[config.mk]
export PLATFORM = sky130hd
export DESIGN_NAME = sync_burst_sram
export DESIGN_NICKNAME = d
export VERILOG_FILES = /design/src/rtl/sbsram_pkg.sv /design/src/rtl/sbsram_ctrl.sv /design/src/rtl/sbsram_array.sv /design/src/rtl/sbsram_outstage.sv /design/src/rtl/sync_burst_sram.sv
export SDC_FILE = /design/constraint.sdc
export NUM_CORES = 2
export LEC_CHECK = 0
export BUFFER_PORTS_ARGS = -buffer_cell sky130_fd_sc_hd__clkbuf_2
export CORE_MARGIN = 8
export CORE_UTILIZATION = 46
export DETAILED_ROUTE_END_ITERATION = 10
export PLACE_DENSITY_LB_ADDON = 0.12
export SETUP_SLACK_MARGIN = 0.5
export SYNTH_ARGS = -nofsm -noshare
export SYNTH_HDL_FRONTEND = slang
export SYNTH_MEMORY_MAX_BITS = 65536
export SYNTH_SLANG_ARGS = --single-unit
[constraint.sdc]
create_clock -name clk_i -period 12.5 [get_ports clk_i]
set_clock_uncertainty 0.1 [all_clocks]
set_input_delay 0 -clock clk_i [delete_from_list [all_inputs] [get_ports clk_i]]
set_output_delay 0 -clock clk_i [all_outputs]
set_load 0.05 [all_outputs]
[src/rtl/sbsram_pkg.sv]
package sbsram_pkg;
  localparam int unsigned BEAT_W = 2;

  // low address bits for a given beat of a 4-beat burst
  function automatic logic [BEAT_W-1:0] beat_lo(input logic [BEAT_W-1:0] base,
                                                 input logic [BEAT_W-1:0] cnt,
                                                 input logic              xor_mode);
    return xor_mode ? (base ^ cnt) : (base + cnt);
  endfunction
endpackage

[src/rtl/sbsram_ctrl.sv]
module sbsram_ctrl
  import sbsram_pkg::*;
#(
  parameter int unsigned ADDR_W = 8,
  parameter int unsigned LANES  = 2
) (
  input  logic              clk_i,
  input  logic              rst_ni,
  input  logic [ADDR_W-1:0] addr_i,
  input  logic              ce_n_i,
  input  logic              ce1_i,
  input  logic              ce2_n_i,
  input  logic              adsp_n_i,
  input  logic              adsc_n_i,
  input  logic              adv_n_i,
  input  logic              gwe_n_i,
  input  logic              bwe_n_i,
  input  logic [LANES-1:0]  bw_n_i,
  input  logic              order_xor_i,
  input  logic              sleep_i,
  output logic [ADDR_W-1:0] acc_addr_o,
  output logic [LANES-1:0]  wr_be_o,
  output logic              rd_en_o
);
  logic [ADDR_W-1:0] base_q, base_nxt;
  logic [BEAT_W-1:0] cnt_q, cnt_nxt;
  logic              sel_q, sel_nxt;
  logic              adsp_eff, strobe, en_all, start, desel, adv, active, first_p;
  logic [LANES-1:0]  wr_req;

  always_comb begin
    adsp_eff = !adsp_n_i && !ce_n_i;            // master enable gates processor strobe
    strobe   = adsp_eff || !adsc_n_i;
    en_all   = !ce_n_i && ce1_i && !ce2_n_i;
    start    = !sleep_i && strobe && en_all;
    desel    = !sleep_i && strobe && !en_all;
    adv      = !sleep_i && !strobe && sel_q && !adv_n_i;
    first_p  = start && adsp_eff;

    base_nxt = start ? addr_i : base_q;
    cnt_nxt  = start ? '0 : (adv ? cnt_q + 1'b1 : cnt_q);
    sel_nxt  = start ? 1'b1 : (desel ? 1'b0 : sel_q);
    active   = !sleep_i && sel_nxt;

    acc_addr_o = {base_nxt[ADDR_W-1:BEAT_W], beat_lo(base_nxt[BEAT_W-1:0], cnt_nxt, order_xor_i)};

    if (!gwe_n_i)      wr_req = '1;
    else if (!bwe_n_i) wr_req = ~bw_n_i;
    else               wr_req = '0;

    wr_be_o = (active && !first_p) ? wr_req : '0;
    rd_en_o = active && (first_p || (wr_req == '0));
  end

  always_ff @(posedge clk_i or negedge rst_ni) begin
    if (!rst_ni) begin
      base_q <= '0;
      cnt_q  <= '0;
      sel_q  <= 1'b0;
    end else begin
      base_q <= base_nxt;
      cnt_q  <= cnt_nxt;
      sel_q  <= sel_nxt;
    end
  end

  a_r9_suspend_hold: assert property (@(posedge clk_i) disable iff (!rst_ni)
    (!sleep_i && adsc_n_i && (adsp_n_i || ce_n_i) && adv_n_i)
      |=> ($stable(base_q) && $stable(cnt_q)));

  a_r5_beat_step: assert property (@(posedge clk_i) disable iff (!rst_ni)
    (!sleep_i && sel_q && adsc_n_i && (adsp_n_i || ce_n_i) && !adv_n_i)
      |=> (cnt_q == $past(cnt_q) + 2'd1));

  a_r4_standby: assert property (@(posedge clk_i) disable iff (!rst_ni)
    (!sleep_i && !adsc_n_i && !ce1_i) |=> !sel_q);

  a_r12_sleep_freeze: assert property (@(posedge clk_i) disable iff (!rst_ni)
    sleep_i |=> ($stable(base_q) && $stable(cnt_q) && $stable(sel_q)));

  a_r7_adsp_reads: assert property (@(posedge clk_i) disable iff (!rst_ni)
    (!sleep_i && !adsp_n_i && !ce_n_i && ce1_i && !ce2_n_i) |-> (wr_be_o == '0));
endmodule

[src/rtl/sbsram_array.sv]
module sbsram_array #(
  parameter int unsigned ADDR_W = 8,
  parameter int unsigned LANES  = 2,
  parameter int unsigned LANE_W = 9,
  localparam int unsigned DW    = LANES * LANE_W,
  localparam int unsigned DEPTH = 1 << ADDR_W
) (
  input  logic              clk_i,
  input  logic              rst_ni,
  input  logic [ADDR_W-1:0] addr_i,
  input  logic [LANES-1:0]  wr_be_i,
  input  logic              rd_en_i,
  input  logic [DW-1:0]     din_i,
  output logic [DW-1:0]     rd_data_o,
  output logic              rd_vld_o
);
  logic rd_vld_q;

  for (genvar g = 0; g < LANES; g++) begin : g_lane
    logic [LANE_W-1:0] mem_q [DEPTH];
    logic [LANE_W-1:0] rd_q;

    always_ff @(posedge clk_i) begin
      if (wr_be_i[g]) mem_q[addr_i] <= din_i[g*LANE_W +: LANE_W];
      if (rd_en_i)    rd_q          <= mem_q[addr_i];
    end

    assign rd_data_o[g*LANE_W +: LANE_W] = rd_q;
  end

  always_ff @(posedge clk_i or negedge rst_ni) begin
    if (!rst_ni) rd_vld_q <= 1'b0;
    else         rd_vld_q <= rd_en_i;
  end

  assign rd_vld_o = rd_vld_q;

  a_r8_write_no_read: assert property (@(posedge clk_i) disable iff (!rst_ni)
    (wr_be_i != '0) |=> !rd_vld_o);
endmodule

[src/rtl/sbsram_outstage.sv]
module sbsram_outstage #(
  parameter int unsigned DW = 18
) (
  input  logic          clk_i,
  input  logic          rst_ni,
  input  logic          pipe_i,
  input  logic          oe_n_i,
  input  logic [DW-1:0] rd_data_i,
  input  logic          rd_vld_i,
  output logic [DW-1:0] dout_o,
  output logic          dout_oe_o
);
  logic [DW-1:0] data2_q;
  logic          vld2_q;

  always_ff @(posedge clk_i) data2_q <= rd_data_i;

  always_ff @(posedge clk_i or negedge rst_ni) begin
    if (!rst_ni) vld2_q <= 1'b0;
    else         vld2_q <= rd_vld_i;
  end

  assign dout_o    = pipe_i ? data2_q : rd_data_i;
  assign dout_oe_o = !oe_n_i && (pipe_i ? vld2_q : rd_vld_i);   // async gate

  a_r11_pipe_delay: assert property (@(posedge clk_i) disable iff (!rst_ni)
    vld2_q |-> $past(rd_vld_i));
endmodule

[src/rtl/sync_burst_sram.sv]
module sync_burst_sram #(
  parameter int unsigned ADDR_W = 8,
  parameter int unsigned LANES  = 2,
  parameter int unsigned LANE_W = 9,
  localparam int unsigned DW    = LANES * LANE_W
) (
  input  logic              clk_i,
  input  logic              rst_ni,
  input  logic [ADDR_W-1:0] addr_i,
  input  logic [DW-1:0]     din_i,
  output logic [DW-1:0]     dout_o,
  output logic              dout_oe_o,
  input  logic              ce_n_i,
  input  logic              ce1_i,
  input  logic              ce2_n_i,
  input  logic              adsp_n_i,
  input  logic              adsc_n_i,
  input  logic              adv_n_i,
  input  logic              gwe_n_i,
  input  logic              bwe_n_i,
  input  logic [LANES-1:0]  bw_n_i,
  input  logic              oe_n_i,
  input  logic              order_xor_i,
  input  logic              pipe_i,
  input  logic              sleep_i
);
  logic [ADDR_W-1:0] acc_addr;
  logic [LANES-1:0]  wr_be;
  logic              rd_en;
  logic [DW-1:0]     rd_data;
  logic              rd_vld;

  sbsram_ctrl #(.ADDR_W(ADDR_W), .LANES(LANES)) u_ctrl (
    .clk_i, .rst_ni, .addr_i, .ce_n_i, .ce1_i, .ce2_n_i,
    .adsp_n_i, .adsc_n_i, .adv_n_i, .gwe_n_i, .bwe_n_i, .bw_n_i,
    .order_xor_i, .sleep_i,
    .acc_addr_o(acc_addr), .wr_be_o(wr_be), .rd_en_o(rd_en)
  );

  sbsram_array #(.ADDR_W(ADDR_W), .LANES(LANES), .LANE_W(LANE_W)) u_array (
    .clk_i, .rst_ni, .addr_i(acc_addr), .wr_be_i(wr_be), .rd_en_i(rd_en),
    .din_i, .rd_data_o(rd_data), .rd_vld_o(rd_vld)
  );

  sbsram_outstage #(.DW(DW)) u_out (
    .clk_i, .rst_ni, .pipe_i, .oe_n_i, .rd_data_i(rd_data), .rd_vld_i(rd_vld),
    .dout_o, .dout_oe_o
  );

  a_r12_sleep_no_access: assert property (@(posedge clk_i) disable iff (!rst_ni)
    sleep_i |-> (wr_be == '0 && !rd_en));
endmodule

Yosys cells after proc, flatten, opt, wreduce, memory -nomap -nowiden

Memory sizes are Yosys's and may differ from the RTL's. A register that Yosys moved wholly into a read port is not among the register bits.
Cells that the tools add are included.
W data, S select, Z words.

Register bits: 31
Bits in writable memories: 4608
Bits of input ports: 42
Output and inout port bits: 19
Logic and storage cells: 54
Memories: 2

Add/subtract/negate cells: 2
Multiplexer cells: 15
Bitwise gates (word level): 2
Reductions and logical operators: 27

Memory list:

| memory                  | depth | width | rd ports | clocked after Yosys merged registers in | wr ports | RTL line           | text |
|---|---|---|---|---|---|---|---|
| u_array.g_lane[0].mem_q | 256   | 9     | 1        | 1                                       | 1        | sbsram_array.sv:20 | `logic [LANE_W-1:0] mem_q [DEPTH];` |
| u_array.g_lane[1].mem_q | 256   | 9     | 1        | 1                                       | 1        | sbsram_array.sv:20 |  |

Operator list:

| operator              | number |
|---|---|
| $mux W18              | 1 |
| $logic_and A1 B1 Y1   | 14 |
| $mux W2               | 6 |
| $logic_not A1 Y1      | 10 |
| $mux W8               | 1 |
| $mux W1               | 7 |
| $add A2 B1 Y2 const B | 1 |
| $add A2 B2 Y2         | 1 |
| $logic_not A2 Y1      | 1 |
| $logic_or A1 B1 Y1    | 2 |
| $not A2 Y2            | 1 |
| $xor A2 B2 Y2         | 1 |

Logic depth before layout (Yosys ltp)

Depth in word-level cells: 12
Gate-level depth with buffers: 24
Gate-level depth less buffers: 15

Cells and area by module

From an unflattened synthesis, not the netlist that was laid out.

Cells, all modules: 7928
Area total of the unflattened synthesis: 177143.6 µm²

By module, submodules not included:

| module          | times used | cells each | area an instance (µm²) | seq. area each (µm²) |
|---|---|---|---|---|
| sbsram_array    | 1          | 7831       | 175852.4               | 138938.3 |
| sbsram_outstage | 1          | 41         | 666.9                  | 385.4 |
| sbsram_ctrl     | 1          | 56         | 624.3                  | 275.3 |

Worst setup path before layout

No wires, ideal clock.

Path kind: input-to-reg
Start: in sleep_i
End: reg u_array.g_lane[0].rd_q[7] (read register of u_array.g_lane[0].mem_q), data pin
Setup time: 0.269 ns
Arrival time: 4.267 ns
Required time: 12.131 ns
Path slack: 7.864 ns
Stages: 17
Path buffers: 6
Cells stage by stage: buf_2 nor4b_4 nand2_1 clkbuf_1 nand2_1 nand2_1 ha_1 buf_2 inv_2 clkbuf_1 clkbuf_1 clkbuf_1 mux4_2 a22oi_1 nand4_1 o41ai_1 o22ai_1

Elaborated cells between the ends (all ways): 19
Classes of those cells: add/sub: 1; mux: 6; bitwise: 1; reduce/logical: 11

RTL lines:

| item                                           | RTL line              | text |
|---|---|---|
| start, declared                                | sync_burst_sram.sv:25 | `input logic sleep_i` |
| $logic_not A1 Y1 *                             | sbsram_ctrl.sv:35     | `start = !sleep_i && strobe && en_all;` |
| $logic_and A1 B1 Y1 * (2 in series)            | sbsram_ctrl.sv:35     |  |
| $mux W8 *                                      | sbsram_ctrl.sv:40     | `base_nxt = start ? addr_i : base_q;` |
| via u_ctrl.base_nxt[0]                         | sbsram_ctrl.sv:25     | `logic [ADDR_W-1:0] base_q, base_nxt;` |
| $add A2 B2 Y2 or $xor A2 B2 Y2 (tied branches) | sbsram_pkg.sv:8       | `return xor_mode ? (base ^ cnt) : (base + cnt);` |
| $mux W2 *                                      | sbsram_pkg.sv:8       |  |
| end, declared                                  | sbsram_array.sv:21    | `logic [LANE_W-1:0] rd_q;` |

The timed path passes the listed nets; every way through them passes the cells marked *.

Worst setup path in the final report

Start: in sleep_i
End: reg u_array.g_lane[1].rd_q[3] (read register of u_array.g_lane[1].mem_q), data pin

Cells in the longest elaborated chain, start to end: 8
Elaborated cells between the ends (all ways): 19
Classes of those cells: add/sub: 1; mux: 6; bitwise: 1; reduce/logical: 11

Ends and longest elaborated chain:

| item                                           | RTL line                             | text |
|---|---|---|
| $logic_not A1 Y1 *                             | sbsram_ctrl.sv:35, sbsram_ctrl.sv:37 |  |
| $logic_and A1 B1 Y1 (3 in series)              | sbsram_ctrl.sv:37                    | `adv = !sleep_i && !strobe && sel_q && !adv_n_i;` |
| $mux W2                                        | sbsram_ctrl.sv:41                    | `cnt_nxt = start ? '0 : (adv ? cnt_q + 1'b1 : cnt_q);` |
| $mux W2 *                                      | sbsram_ctrl.sv:41                    |  |
| via u_ctrl.cnt_nxt[0]                          | sbsram_ctrl.sv:26                    | `logic [BEAT_W-1:0] cnt_q, cnt_nxt;` |
| $add A2 B2 Y2 or $xor A2 B2 Y2 (tied branches) | sbsram_pkg.sv:8                      |  |
| $mux W2 *                                      | sbsram_pkg.sv:8                      |  |
| end, declared                                  | sbsram_array.sv:21                   |  |

Marked as above.

==> run_summary.xml <==
<?xml version="1.0" encoding="UTF-8"?>
<metrics>
  <group name="route">
    <metric name="routedWlPerCell" unit="um">32.3</metric>
    <metric name="drt_pass1_iterations" unit="">8</metric>
    <metric name="drc_markers" unit="">0</metric>
    <metric name="detailedRoute.firstIterationViolations" unit="">11100</metric>
    <metric name="via_per_inst" unit="">6.12</metric>
    <metric name="vias" unit="">98900</metric>
    <metric name="ant_nets" unit="">0</metric>
    <metric name="wirelength" unit="mm">522</metric>
  </group>
  <group name="clock_tree">
    <metric name="clk_lat_worst_skew" unit="ns">0.99</metric>
    <metric name="cts-root-buf" unit="">sky130_fd_sc_hd__clkbuf_16</metric>
    <metric name="cts-resized-gates" unit="">0</metric>
    <metric name="postCtsSetupRepairBufs" unit="">0</metric>
    <metric name="clock_tree.htree_level_count" unit="">5</metric>
    <metric name="cts_sinks" unit="">4657</metric>
    <metric name="worst_setup_hold_path_clk_slew" unit="ns">0.07</metric>
    <metric name="clockBufferDepth" unit="">4</metric>
    <metric name="cts_made_buffers" unit="">478</metric>
    <metric name="tritoncts" unit="">yes</metric>
  </group>
  <group name="yosys">
    <metric name="synthCells" unit="">10400</metric>
    <metric name="number_of_flops_mapped_to_enable_cells_by_yosys" unit="">4626</metric>
    <metric name="synth.net_count" unit="">10500</metric>
    <metric name="postSynthRegisterBits" unit="">4657</metric>
    <metric name="post_synth_most_frequent_cells" unit="">sky130_fd_sc_hd__edfxtp_1 (4626), sky130_fd_sc_hd__mux2i_1 (1329), sky130_fd_sc_hd__nand2_1 (721)</metric>
    <metric name="synth_area" unit="sq um">180000</metric>
    <metric name="syn_area_per_cell" unit="sq um">17.3</metric>
    <metric name="most_common_cell_in_the_netlist" unit="">sky130_fd_sc_hd__edfxtp_1</metric>
    <metric name="yosys.cell_types.count" unit="">64</metric>
    <metric name="library_cell_occupying_the_most_area_in_the_post_synthesis_netlist" unit="">sky130_fd_sc_hd__edfxtp_1</metric>
    <metric name="synth_top_cell_area_share" unit="%">77.1</metric>
    <metric name="synth_sequential_area_ratio" unit="%">77.5</metric>
    <metric name="ys_warn_count" unit="">0</metric>
    <metric name="postSynth.topFlopCell" unit="">sky130_fd_sc_hd__edfxtp_1</metric>
    <metric name="asr_flop_ratio_synth" unit="%">0.279</metric>
    <metric name="synth.top_cells.by_area" unit="">sky130_fd_sc_hd__edfxtp_1 (77%), sky130_fd_sc_hd__mux2i_1 (7.4%), sky130_fd_sc_hd__mux4_2 (2.5%), sky130_fd_sc_hd__o22ai_1 (2.0%), sky130_fd_sc_hd__nand2_1 (1.5%)</metric>
  </group>
  <group name="global_route">
    <metric name="grt_overflow_total" unit="">0</metric>
    <metric name="grt_max_degree" unit="">166</metric>
    <metric name="globalRouteTotalUtil" unit="%">24.5</metric>
    <metric name="vias_in_the_first_global_route" unit="">96500</metric>
    <metric name="wire_length_of_the_first_global_routing_pass" unit="mm">734</metric>
    <metric name="initial_antenna_violation_count" unit="">33</metric>
  </group>
  <group name="setup_path">
    <metric name="worst_path_dominant_cell_family" unit="">buffers and inverters</metric>
    <metric name="worst-r2r-setup-slack" unit="ns">4.56</metric>
    <metric name="critPathCaptureType" unit="">flip-flop</metric>
    <metric name="critPathLaunchType" unit="">primary input</metric>
    <metric name="timing.critical_path.cells" unit="">dlygate4sd3_1, clkbuf_2, or4b_4, dlygate4sd3_1, nor2_8, dlygate4sd3_1, nor2_1, ha_4, buf_4, buf_4, buf_4, buf_4, mux2i_1, o22ai_1, o22ai_1, o21ai_0, a21oi_1, a31oi_1, a32o_1</metric>
    <metric name="worst-path-max-fanout" unit="">54</metric>
    <metric name="worstPathArrival" unit="ns">9.06</metric>
    <metric name="critPathRequiredTime" unit="ns">13.27</metric>
    <metric name="max_stage_delay" unit="ns">0.84</metric>
    <metric name="timing.critical_path.mode_cell" unit="">sky130_fd_sc_hd__buf_4</metric>
    <metric name="critical_path.n_buffers_inverters" unit="">8</metric>
    <metric name="timing_worst_setup_path_type" unit="">in -&gt; reg</metric>
    <metric name="critPathSlowestCell" unit="">sky130_fd_sc_hd__buf_4</metric>
  </group>
  <group name="floorplanning">
    <metric name="boundaryPins" unit="">61</metric>
    <metric name="die-width" unit="um">642</metric>
    <metric name="placementRows" unit="">230</metric>
    <metric name="floorplan.initialDensity" unit="%">46.1</metric>
    <metric name="die_y" unit="um">642</metric>
    <metric name="placeableCoreArea" unit="sq um">391000</metric>
    <metric name="fp.dieArea" unit="sq um">412000</metric>
  </group>
  <group name="placed_design">
    <metric name="buffer_ports.inserted" unit="">60</metric>
    <metric name="place_congestion" unit="">0.836</metric>
    <metric name="dp_hpwl" unit="mm">308</metric>
    <metric name="placement.cell_area" unit="sq um">187000</metric>
  </group>
  <group name="timing">
    <metric name="timing_hold_violations_final" unit="">0</metric>
    <metric name="period_needed" unit="ns">8.29</metric>
    <metric name="setup-violations-final" unit="">0</metric>
    <metric name="finalCritPeriodShare" unit="%">66.3</metric>
    <metric name="max_slew_margin" unit="%">7.96</metric>
    <metric name="report.final.slew_viol_count" unit="">0</metric>
    <metric name="worstMarginPinSlew" unit="ns">1.38</metric>
    <metric name="max_clock_freq" unit="GHz">0.121</metric>
    <metric name="rsz0062_at_grt" unit="">false</metric>
    <metric name="setup-tns-final" unit="ns">0</metric>
  </group>
  <group name="layout">
    <metric name="flow.area_growth_from_synthesis" unit="%">12.2</metric>
    <metric name="postLayoutCellArea" unit="sq um">202000</metric>
    <metric name="nNetsFinal" unit="">10600</metric>
    <metric name="multi_input_area" unit="sq um">38200</metric>
    <metric name="fillers" unit="">31600</metric>
    <metric name="seq_area" unit="sq um">140000</metric>
    <metric name="post_route_cells_drive_above_1_share" unit="%">11.4</metric>
  </group>
  <group name="run">
    <metric name="max_cap_violations" unit="">0</metric>
  </group>
  <group name="hold_path">
    <metric name="worstHoldPathType" unit="">in -&gt; reg</metric>
  </group>
  <group name="status">
    <metric name="result_of_the_run" unit="">complete, no violations</metric>
  </group>
  <group name="pwr">
    <metric name="pwr_density_cell" unit="nW/um^2">191</metric>
    <metric name="cellLeakagePower" unit="nW">63.9</metric>
    <metric name="ir_drop" unit="mV">0.172</metric>
  </group>
</metrics>
## layer usage
layer	share of wire, %	global-route usage, %	up-vias
met5	0.010	0	-
met4	3.2	7.09	8
met3	7.1	3.41	739
met2	48	39.8	4165
met1	42	34.6	51700
li1	-	-	42200
## sequential cells by signal, summed over array words and instances (netlist names)
signal / count
u_array.rd_vld_o: 1
u_array.g_lane.rd_q: 18
u_ctrl.sel_q: 1
u_out.vld2_q: 1
u_array.g_lane.mem_q: 4608
u_out.data2_q: 18
u_ctrl.base_q: 8
u_ctrl.cnt_q: 2
## report_power, final
part / total, mW / switching [mW] / internal, mW / leakage, nW
registers: 17.2 / 0.0191 / 17.2 / 41.9
logic: 7.69 / 5.15 / 2.54 / 14.7
clock network: 13.8 / 5.91 / 7.88 / 7.29
total: 38.7 / 11.1 / 27.6 / 63.9
## cell usage in the layout, fill, tap and decap left out, types with 20 or more instances in the layout
| cell | n |
|---|---|
| sky130_fd_sc_hd__clkinv_1 | 121 |
| sky130_fd_sc_hd__clkbuf_2 | 42 |
| sky130_fd_sc_hd__nor4_1 | 103 |
| sky130_fd_sc_hd__a22oi_1 | 91 |
| sky130_fd_sc_hd__a31oi_1 | 38 |
| sky130_fd_sc_hd__nand3_1 | 29 |
| sky130_fd_sc_hd__a22o_1 | 35 |
| sky130_fd_sc_hd__a221oi_1 | 225 |
| sky130_fd_sc_hd__edfxtp_1 | 4626 |
| sky130_fd_sc_hd__or4_1 | 38 |
| sky130_fd_sc_hd__nor2_1 | 573 |
| sky130_fd_sc_hd__clkinv_2 | 80 |
| sky130_fd_sc_hd__nand2_1 | 697 |
| sky130_fd_sc_hd__diode_2 | 20 |
| sky130_fd_sc_hd__o21ai_0 | 117 |
| sky130_fd_sc_hd__o221ai_1 | 143 |
| sky130_fd_sc_hd__mux2i_1 | 1325 |
| sky130_fd_sc_hd__nor3_1 | 87 |
| sky130_fd_sc_hd__nand4_1 | 37 |
| sky130_fd_sc_hd__dlygate4sd3_1 | 67 |
| sky130_fd_sc_hd__o22ai_1 | 583 |
| sky130_fd_sc_hd__clkbuf_1 | 116 |
| sky130_fd_sc_hd__clkbuf_16 | 487 |
| sky130_fd_sc_hd__mux4_2 | 198 |
| sky130_fd_sc_hd__mux2_2 | 73 |
| sky130_fd_sc_hd__a21oi_1 | 398 |
| sky130_fd_sc_hd__buf_4 | 183 |
| sky130_fd_sc_hd__bufinv_16 | 38 |
## cells by family (layout without fill, tap and decap cells)
family,Yosys count,count (layout),synth area share [%]
other cells,0,20,0
buf+inv,710,1208,1.62
mux,1601,1601,10.3
xor+xnor,3,3,0.0146
compound gates,1780,1780,6.67
simple gates,1657,1657,3.92
flops,4657,4657,77.5
fa+ha+maj,1,1,0.00694
## stage by stage
stage	power [mW]	hold slack, ns	cells	worst slack (ns)	utilization, %
2_1_floorplan	22.2	-0.396	10400	7.86	-
3_3_place_gp	25.2	-0.153	15200	5.02	47.6
3_5_place_dp	25.2	-0.148	15200	4.92	47.7
4_1_cts	38.9	0.00117	16100	4.31	51.7
5_1_grt	39.8	0.0156	16100	4.00	51.7
6_report	38.7	0.0163	16100	4.21	51.7
## final timing paths
check,start,end,cells after the start
setup / recovery,sleep_i,u_array.g_lane[1].rd_q[3],19
hold / removal,din_i[8],u_array.g_lane[0].mem_q[254][8],2
setup reg to reg,u_ctrl.sel_q,u_array.g_lane[1].rd_q[3],17
hold reg to reg,u_array.rd_vld_o,u_out.vld2_q,0
max in group asynchronous,rst_ni,u_out.vld2_q,4
min in group asynchronous,rst_ni,u_ctrl.base_q[3],4
## cell type report
cell class / instances / share of cell area, %
sequential: 4657 / 69.0
tap: 5220 / 3.23
multi-input combinational: 5042 / 18.9
antenna: 20 / 0.0247
clock inverter: 270 / 1.16
clock buffer: 603 / 6.24
inverter: 6 / 0.0155
timing repair buffer: 329 / 1.43
## repair_timing
| action | 4_1_cts | 5_1_grt |
|---|---|---|
| endpoints found under the hold margin | 3169 | 0 |
| setup endpoints to repair | 0 | 0 |
| hold buffers | 69 | 0 |
No activity file was read; power rests on OpenSTA's default activity.
